[src/rtl/mecc_filter.sv]
module mecc_filter #(
  parameter int AW = 32,
  parameter int DW = 64,
  parameter int CW = 16,
  parameter int FN = 8,
  parameter int PN = 4,
  parameter int TN = 32,
  localparam int FIW = $clog2(FN),
  localparam int PIW = $clog2(PN),
  localparam int TIW = $clog2(TN)
) (
  input  logic           clk,
  input  logic           rst_n,
  input  logic           ld_valid,
  input  logic [TIW-1:0] ld_idx,
  input  logic [AW-1:0]  ld_tag,
  input  logic [CW-1:0]  ld_chk,
  input  logic           req_valid,
  output logic           req_ready,
  input  logic           req_write,
  input  logic [AW-1:0]  req_addr,
  input  logic [DW-1:0]  req_wdata,
  output logic           rsp_valid,
  output logic [2:0]     rsp_code,
  output logic [DW-1:0]  rsp_rdata,
  output logic           cx_valid,
  input  logic           cx_ready,
  output logic           cx_encode,
  output logic [AW-1:0]  cx_addr,
  output logic [DW-1:0]  cx_wdata,
  output logic [CW-1:0]  cx_chk,
  input  logic           cr_valid,
  input  logic [DW-1:0]  cr_rdata,
  input  logic [CW-1:0]  cr_chk
);

  typedef enum logic [1:0] {IDLE, ISSUE, WAIT} st_t;
  st_t st;

  logic [FN-1:0]  flt_v;
  logic [AW-1:0]  flt_a   [FN];
  logic [FIW-1:0] flt_age [FN];
  logic [PN-1:0]  pdb_v;
  logic [AW-1:0]  pdb_a   [PN];
  logic [DW-1:0]  pdb_d   [PN];
  logic [PIW-1:0] pdb_age [PN];
  logic [TN-1:0]  tag_v;
  logic [AW-1:0]  tag_a   [TN];
  logic [CW-1:0]  tag_c   [TN];

  logic           op_wr;
  logic [AW-1:0]  op_addr;
  logic [DW-1:0]  op_data;
  logic [TIW-1:0] op_idx;

  logic flt_hit, pdb_hit, tag_hit;
  logic [FIW-1:0] flt_hidx, flt_vic, flt_tidx;
  logic [PIW-1:0] pdb_hidx, pdb_vic, pdb_tidx;
  logic [TIW-1:0] tag_hidx;

  always_comb begin
    flt_hit = 1'b0; flt_hidx = '0; flt_vic = '0;
    for (int i = 0; i < FN; i++) begin
      if (flt_v[i] && flt_a[i] == req_addr) begin flt_hit = 1'b1; flt_hidx = FIW'(i); end
      if (flt_age[i] == FIW'(FN-1)) flt_vic = FIW'(i);
    end
    for (int i = FN-1; i >= 0; i--) if (!flt_v[i]) flt_vic = FIW'(i);
  end

  always_comb begin
    pdb_hit = 1'b0; pdb_hidx = '0; pdb_vic = '0;
    for (int i = 0; i < PN; i++) begin
      if (pdb_v[i] && pdb_a[i] == req_addr) begin pdb_hit = 1'b1; pdb_hidx = PIW'(i); end
      if (pdb_age[i] == PIW'(PN-1)) pdb_vic = PIW'(i);
    end
    for (int i = PN-1; i >= 0; i--) if (!pdb_v[i]) pdb_vic = PIW'(i);
  end

  always_comb begin
    tag_hit = 1'b0; tag_hidx = '0;
    for (int i = 0; i < TN; i++)
      if (tag_v[i] && tag_a[i] == req_addr) begin tag_hit = 1'b1; tag_hidx = TIW'(i); end
  end

  wire acc      = req_valid && st == IDLE;
  wire flt_use  = acc && flt_hit;
  wire buf_rd   = acc && !flt_hit && !req_write && pdb_hit;
  wire buf_wr   = acc && !flt_hit && req_write && pdb_hit;
  wire go_cx    = acc && !flt_hit && !buf_rd && tag_hit;
  wire miss     = acc && !flt_hit && !buf_rd && !tag_hit;
  wire done     = st == WAIT && cr_valid;
  wire dec_done = done && !op_wr;
  wire flt_tch  = flt_use || miss;
  wire pdb_tch  = buf_rd || buf_wr || dec_done;

  assign flt_tidx  = flt_hit ? flt_hidx : flt_vic;
  assign pdb_tidx  = dec_done ? pdb_vic : pdb_hidx;
  assign req_ready = st == IDLE;
  assign cx_valid  = st == ISSUE;
  assign cx_encode = op_wr;
  assign cx_addr   = op_addr;
  assign cx_wdata  = op_data;
  assign cx_chk    = tag_c[op_idx];

  always_ff @(posedge clk) begin
    if (!rst_n) begin
      flt_v <= '0;
      for (int i = 0; i < FN; i++) begin flt_a[i] <= '0; flt_age[i] <= FIW'(i); end
    end else if (flt_tch) begin
      if (miss) begin flt_v[flt_tidx] <= 1'b1; flt_a[flt_tidx] <= req_addr; end
      for (int i = 0; i < FN; i++)
        if (FIW'(i) == flt_tidx) flt_age[i] <= '0;
        else if (flt_age[i] < flt_age[flt_tidx]) flt_age[i] <= flt_age[i] + 1'b1;
    end
  end

  always_ff @(posedge clk) begin
    if (!rst_n) begin
      pdb_v <= '0;
      for (int i = 0; i < PN; i++) begin pdb_a[i] <= '0; pdb_d[i] <= '0; pdb_age[i] <= PIW'(i); end
    end else if (pdb_tch) begin
      if (buf_wr) pdb_d[pdb_tidx] <= req_wdata;
      if (dec_done) begin
        pdb_v[pdb_tidx] <= 1'b1;
        pdb_a[pdb_tidx] <= op_addr;
        pdb_d[pdb_tidx] <= cr_rdata;
      end
      for (int i = 0; i < PN; i++)
        if (PIW'(i) == pdb_tidx) pdb_age[i] <= '0;
        else if (pdb_age[i] < pdb_age[pdb_tidx]) pdb_age[i] <= pdb_age[i] + 1'b1;
    end
  end

  always_ff @(posedge clk) begin
    if (!rst_n) begin
      tag_v <= '0;
      for (int i = 0; i < TN; i++) begin tag_a[i] <= '0; tag_c[i] <= '0; end
    end else begin
      if (done && op_wr) tag_c[op_idx] <= cr_chk;
      if (ld_valid) begin
        tag_v[ld_idx] <= 1'b1;
        tag_a[ld_idx] <= ld_tag;
        tag_c[ld_idx] <= ld_chk;
      end
    end
  end

  always_ff @(posedge clk) begin
    if (!rst_n) begin
      st <= IDLE; op_wr <= 1'b0; op_addr <= '0; op_data <= '0; op_idx <= '0;
    end else begin
      case (st)
        IDLE:  if (go_cx) begin
                 st <= ISSUE; op_wr <= req_write; op_addr <= req_addr;
                 op_data <= req_wdata; op_idx <= tag_hidx;
               end
        ISSUE: if (cx_ready) st <= WAIT;
        WAIT:  if (cr_valid) st <= IDLE;
        default: st <= IDLE;
      endcase
    end
  end

  always_ff @(posedge clk) begin
    if (!rst_n) begin
      rsp_valid <= 1'b0; rsp_code <= '0; rsp_rdata <= '0;
    end else begin
      rsp_valid <= flt_use || buf_rd || miss || done;
      rsp_code  <= flt_use ? 3'd0 : miss ? 3'd1 : buf_rd ? 3'd2 : op_wr ? 3'd4 : 3'd3;
      rsp_rdata <= buf_rd ? pdb_d[pdb_hidx] : dec_done ? cr_rdata : '0;
    end
  end

endmodule


[config.mk]
export PLATFORM = sky130hd
export DESIGN_NAME = mecc_filter
export DESIGN_NICKNAME = d
export VERILOG_FILES = /design/src/rtl/mecc_filter.sv
export SDC_FILE = /design/constraint.sdc
export NUM_CORES = 2
export LEC_CHECK = 0
export BUFFER_PORTS_ARGS = -buffer_cell sky130_fd_sc_hd__clkbuf_2
export CAP_MARGIN = 20
export CORE_MARGIN = 2
export CORE_UTILIZATION = 51
export DETAILED_ROUTE_END_ITERATION = 6
export HOLD_SLACK_MARGIN = 0.15
export PLACE_DENSITY = 0.77
export SLEW_MARGIN = 40
export SYNTH_ARGS = -nofsm -noshare
export SYNTH_HDL_FRONTEND = slang
export SYNTH_SLANG_ARGS = --single-unit
[constraint.sdc]
create_clock -name clk -period 7.85 [get_ports clk]
set_input_delay 0.785 -clock clk [delete_from_list [all_inputs] [get_ports clk]]
set_output_delay 0.785 -clock clk [all_outputs]
set_load 0.01 [all_outputs]
==> reports/qor.csv <==
stage;metric;value;unit
run_status;status;complete, but fails checks;
run_status;failing checks;design-rule violations;
min_path;hold path depth;4;
power;Peak VDD IR;0.2131;mV
setup_path;R2R cell count;17;
global_routing;number of global-route vias before repair;84643;
min_path;Hold Path End;rsp_rdata[46]$_SDFF_PN0_;
setup_path;critical path capture point type;flip-flop;
min_path;startpoint of the worst hold path;cr_rdata[46];
detailed_routing;antenna-violating nets left;0;
logic_synthesis;Post-synth EDFFs;2208;
global_routing;met1 Track Usage GR;46.17;%
power;sw power;7.665;mW
cells_and_area;Layout area overhead;12.94;%
timing;Max Clk Rate;175.4;MHz
timing;TNS Setup;0;ns
timing;Slew @ Worst Pin;0.9908;ns
global_routing;busiest layer in global routing;met2;
floorplan;Die W;489.0;um
timing;final slew viol count;0;
detailed_routing;DR pass1 iterations;7;
placed_design;DP Area;125200;um^2
setup_path;worst r2r dst;flt_age[2][1]$_SDFFCE_PN1P_;
logic_synthesis;Syn Inst Count;9562;
logic_synthesis;Seq cells post-synth;2429;
job;Maximum Capacitance Violations;0;
global_routing;M2 GR Usage;52.55;%
clock_network;Num CTS Buffers;280;
detailed_routing;Avg WL per Cell;32.38;um
logic_synthesis;Seq/Total Area, Yosys;58.97;%
setup_path;Max FO, Critical Path;20;
detailed_routing;Avg Vias per Cell;6.692;
cells_and_area;nets;10027;
power;LEAKAGE;50.07;nW
placed_design;gpl congestion;0.9564;
detailed_routing;DRT iter0 DRCs;14525;
logic_synthesis;count of warnings emitted by yosys;0;
placed_design;placed cells;12508;
detailed_routing;vias after detailed routing;87881;
logic_synthesis;Syn Area/Cell;12.54;um^2
power;clock network fraction of design power;42.2;%
floorplan;Starting Density;51.14;%
timing;Final Hold Slack;0.1875;ns
power;switching share of power;24.78;%
logic_synthesis;Primary FF master, synth;edfxtp_1;
cells_and_area;FILL cells;18188;
floorplan;Die Area;239100;um^2
placed_design;Port Buf Inserts;418;
timing;Final Hold Vio Count;0;
floorplan;chip height;489.0;um
global_routing;first-pass GRT wire length;599100;um
setup_path;CP cell instances;buf_4 -> buf_4 -> xor2_1 -> nor4_1 -> nand4_1 -> or4_1 -> nand4_1 -> o21ba_2 -> a211oi_1 -> a21oi_1 -> a21oi_1 -> ha_1 -> or2_2 -> a21oi_1 -> a31oi_1 -> a31oi_1;
power;Reg power frac;48.5;%
clock_network;H-tree depth;5;
clock_network;root buf cell;clkbuf_16;
setup_path;Startpoint Class;primary input;
cells_and_area;most frequent cells in the layout;edfxtp_1 (2,208), xor2_1 (819), and3_1 (784), and2_1 (672), xnor2_1 (580);
clock_network;Worst-path clk slew;0.06;ns
global_routing;met3 Track Usage GR;8.586;%
cells_and_area;Reg area;70740;um^2
timing;final worst path period share;72.64;%
cells_and_area;most common cell after layout, fill and taps aside;edfxtp_1;
timing;min Tclk post-route;5.702;ns
power;PwrDens;228.4;nW/um^2
logic_synthesis;Mapped Area;119900;um^2
setup_path;CP required;8.43;ns
clock_network;CTS Sinks;2429;
clock_network;Clock Latency Late Sink;0.99;ns
setup_path;Setup Crit Path Kind;in2reg;
logic_synthesis;Async SR Flop Fraction;0;%
floorplan;Core ar.;234500;um^2
detailed_routing;total wire length;425200;um
timing;Max Clock Skew;0.07732;ns
global_routing;initial antenna violation count;45;
setup_path;FF-to-FF setup slack;2.29;ns
floorplan;# IOs;419;
timing;Slew headroom;33.95;%
clock_network;Setup Fix Bufs, Post-CTS;0;
clock_network;Clock Path Buffers;4;
detailed_routing;drc violations;2;
timing;Finish-stage setup viols;0;
placed_design;post-detail-place hpwl;248400;um
floorplan;Site Rows;178;
setup_path;Critical R2R Launch;flt_age[6][0]$_SDFFCE_PN0P_;
cells_and_area;Post-Layout Cell Count;13132;
logic_synthesis;Synth cell types;79;
power;combinational power share;9.3;%
power;internal power;23.27;mW
setup_path;crit path max-delay cell type;or4_1;
logic_synthesis;syn nets;9836;
cells_and_area;Final Cell Area;135500;um^2
cells_and_area;area of the multi-input gates;45660;um^2
min_path;Hold Crit Class;in2reg;
setup_path;most frequent CP cell;a21oi_1;
setup_path;crit path DAT;6.29;ns
timing;RSZ-0062 raised after global routing;no;
global_routing;GRT overflow;0;
global_routing;GRT Total Usage;34.66;%
clock_network;CTS tree;built;
global_routing;largest net degree at the start of global routing;199;
cells_and_area;layout cell share with drive strength beyond 1;14.45;%
setup_path;CP max stage delay;0.67;ns
metal layers:
| layer | wire [um] | share of wire, % |
|---|---|---|
| met1 | 151000 | 36 |
| met2 | 190000 | 45 |
| met3 | 59050 | 14 |
| met4 | 25110 | 5.9 |
| met5 | 77 | 0.018 |
stage by stage:
stage	worst slack, ns	total power [mW]	util (%)
after floorplan	1.409	16.85	-
after global placement	1.216	17.93	53.22
after detailed placement	1.422	17.99	53.37
after CTS	2.375	30.81	57.64
after global routing	1.960	31.57	57.74
final	2.148	30.94	57.76
Yosys cell counts (91+ instances only):
cell type,instances,area [um^2]
nor2_1,458,1719
mux2i_1,138,1381
mux4_2,160,3603
nand4_1,265,1658
buf_4,91,683.2
edfxtp_1,2208,66300
o21ai_0,190,950.9
nand3_1,171,855.8
xnor2_1,580,5080
and2_1,672,4204
nor4_1,414,2590
nand2_1,373,1400
clkbuf_1,657,2466
dfxtp_1,221,4424
xor2_1,819,7173
a22o_1,514,4502
and3_1,785,4911
power groups by stage:
stage	registers, mW	clock network, mW	logic (mW)
after global placement	15.2	0	2.68
final	15.0	13.0	2.89
after global routing	15.1	13.5	2.98
after floorplan	15.2	0	1.65
after detailed placement	15.3	0	2.72
after CTS	15.0	13.0	2.78
what timing repair did:
action / in CTS / in global routing
gates resized for setup: 0 / 0
hold buffers: 106 / 0
hold endpoints to repair: 106 / 0
worst max-delay path by stage:
stage | startpoint | end | slack, ns | depth (start not counted)
final | req_addr[24] | flt_age[2][1]$_SDFFCE_PN1P_ | 2.15 | 16
after CTS | req_addr[24] | flt_age[7][0]$_SDFFCE_PN1P_ | 2.38 | 16
after global placement | req_addr[6] | flt_a[5][16]$_SDFFCE_PN0P_ | 1.22 | 13
after detailed placement | req_addr[24] | flt_age[7][1]$_SDFFCE_PN1P_ | 1.42 | 16
after floorplan | req_addr[16] | pdb_d[3][0]$_DFFE_PP_ | 1.41 | 12
after global routing | flt_age[6][0]$_SDFFCE_PN0P_ | flt_age[7][0]$_SDFFCE_PN1P_ | 1.96 | 17
registers in the layout, indices dropped and copies added, names as in the netlist, named ones only:
register and flops:
tag_c 512, pdb_a 128, cx_wdata 64, tag_a 1024
flt_v 8, cx_addr 32, cx_encode 1, pdb_v 4
pdb_d 256, pdb_age 8, op_idx 5, rsp_rdata 64
st 2, rsp_code 3, flt_age 24, tag_v 32
flt_a 256, rsp_valid 1
worst max-delay path, delay by kind of cell:
kind / cells / cell delay (ns)
adder cells (fa/ha/maj): 1 / 0.36
AND/OR/NAND/NOR: 5 / 1.94
AO/OA/AOI/OAI: 7 / 1.93
buffers and inverters: 2 / 1.00
XOR/XNOR: 1 / 0.18
final cells by class:
| type | instances | share of cell area (%) |
|---|---|---|
| clock inverter | 106 | 0.8350 |
| antenna | 24 | 0.04434 |
| multi-input combinational | 6175 | 33.71 |
| clock buffer | 381 | 5.781 |
| inverter | 67 | 0.1894 |
| sequential | 2429 | 52.22 |
| timing repair buffer | 800 | 4.313 |
| tap | 3150 | 2.910 |
logic make-up (layout without fill, tap and decap cells):
family          after synthesis  count (layout)  share of synthesized area (%)
compound gates              947             947                          6.149
xor+xnor                   1399            1399                          10.22
fa+ha+maj                    38              38                         0.3964
buf+inv                     958            1354                          3.497
flops                      2429            2429                          58.97
mux                         316             316                          4.325
other cells                   0              24                              0
simple gates               3475            3475                          16.45
Power figures use the tool's default switching activity.
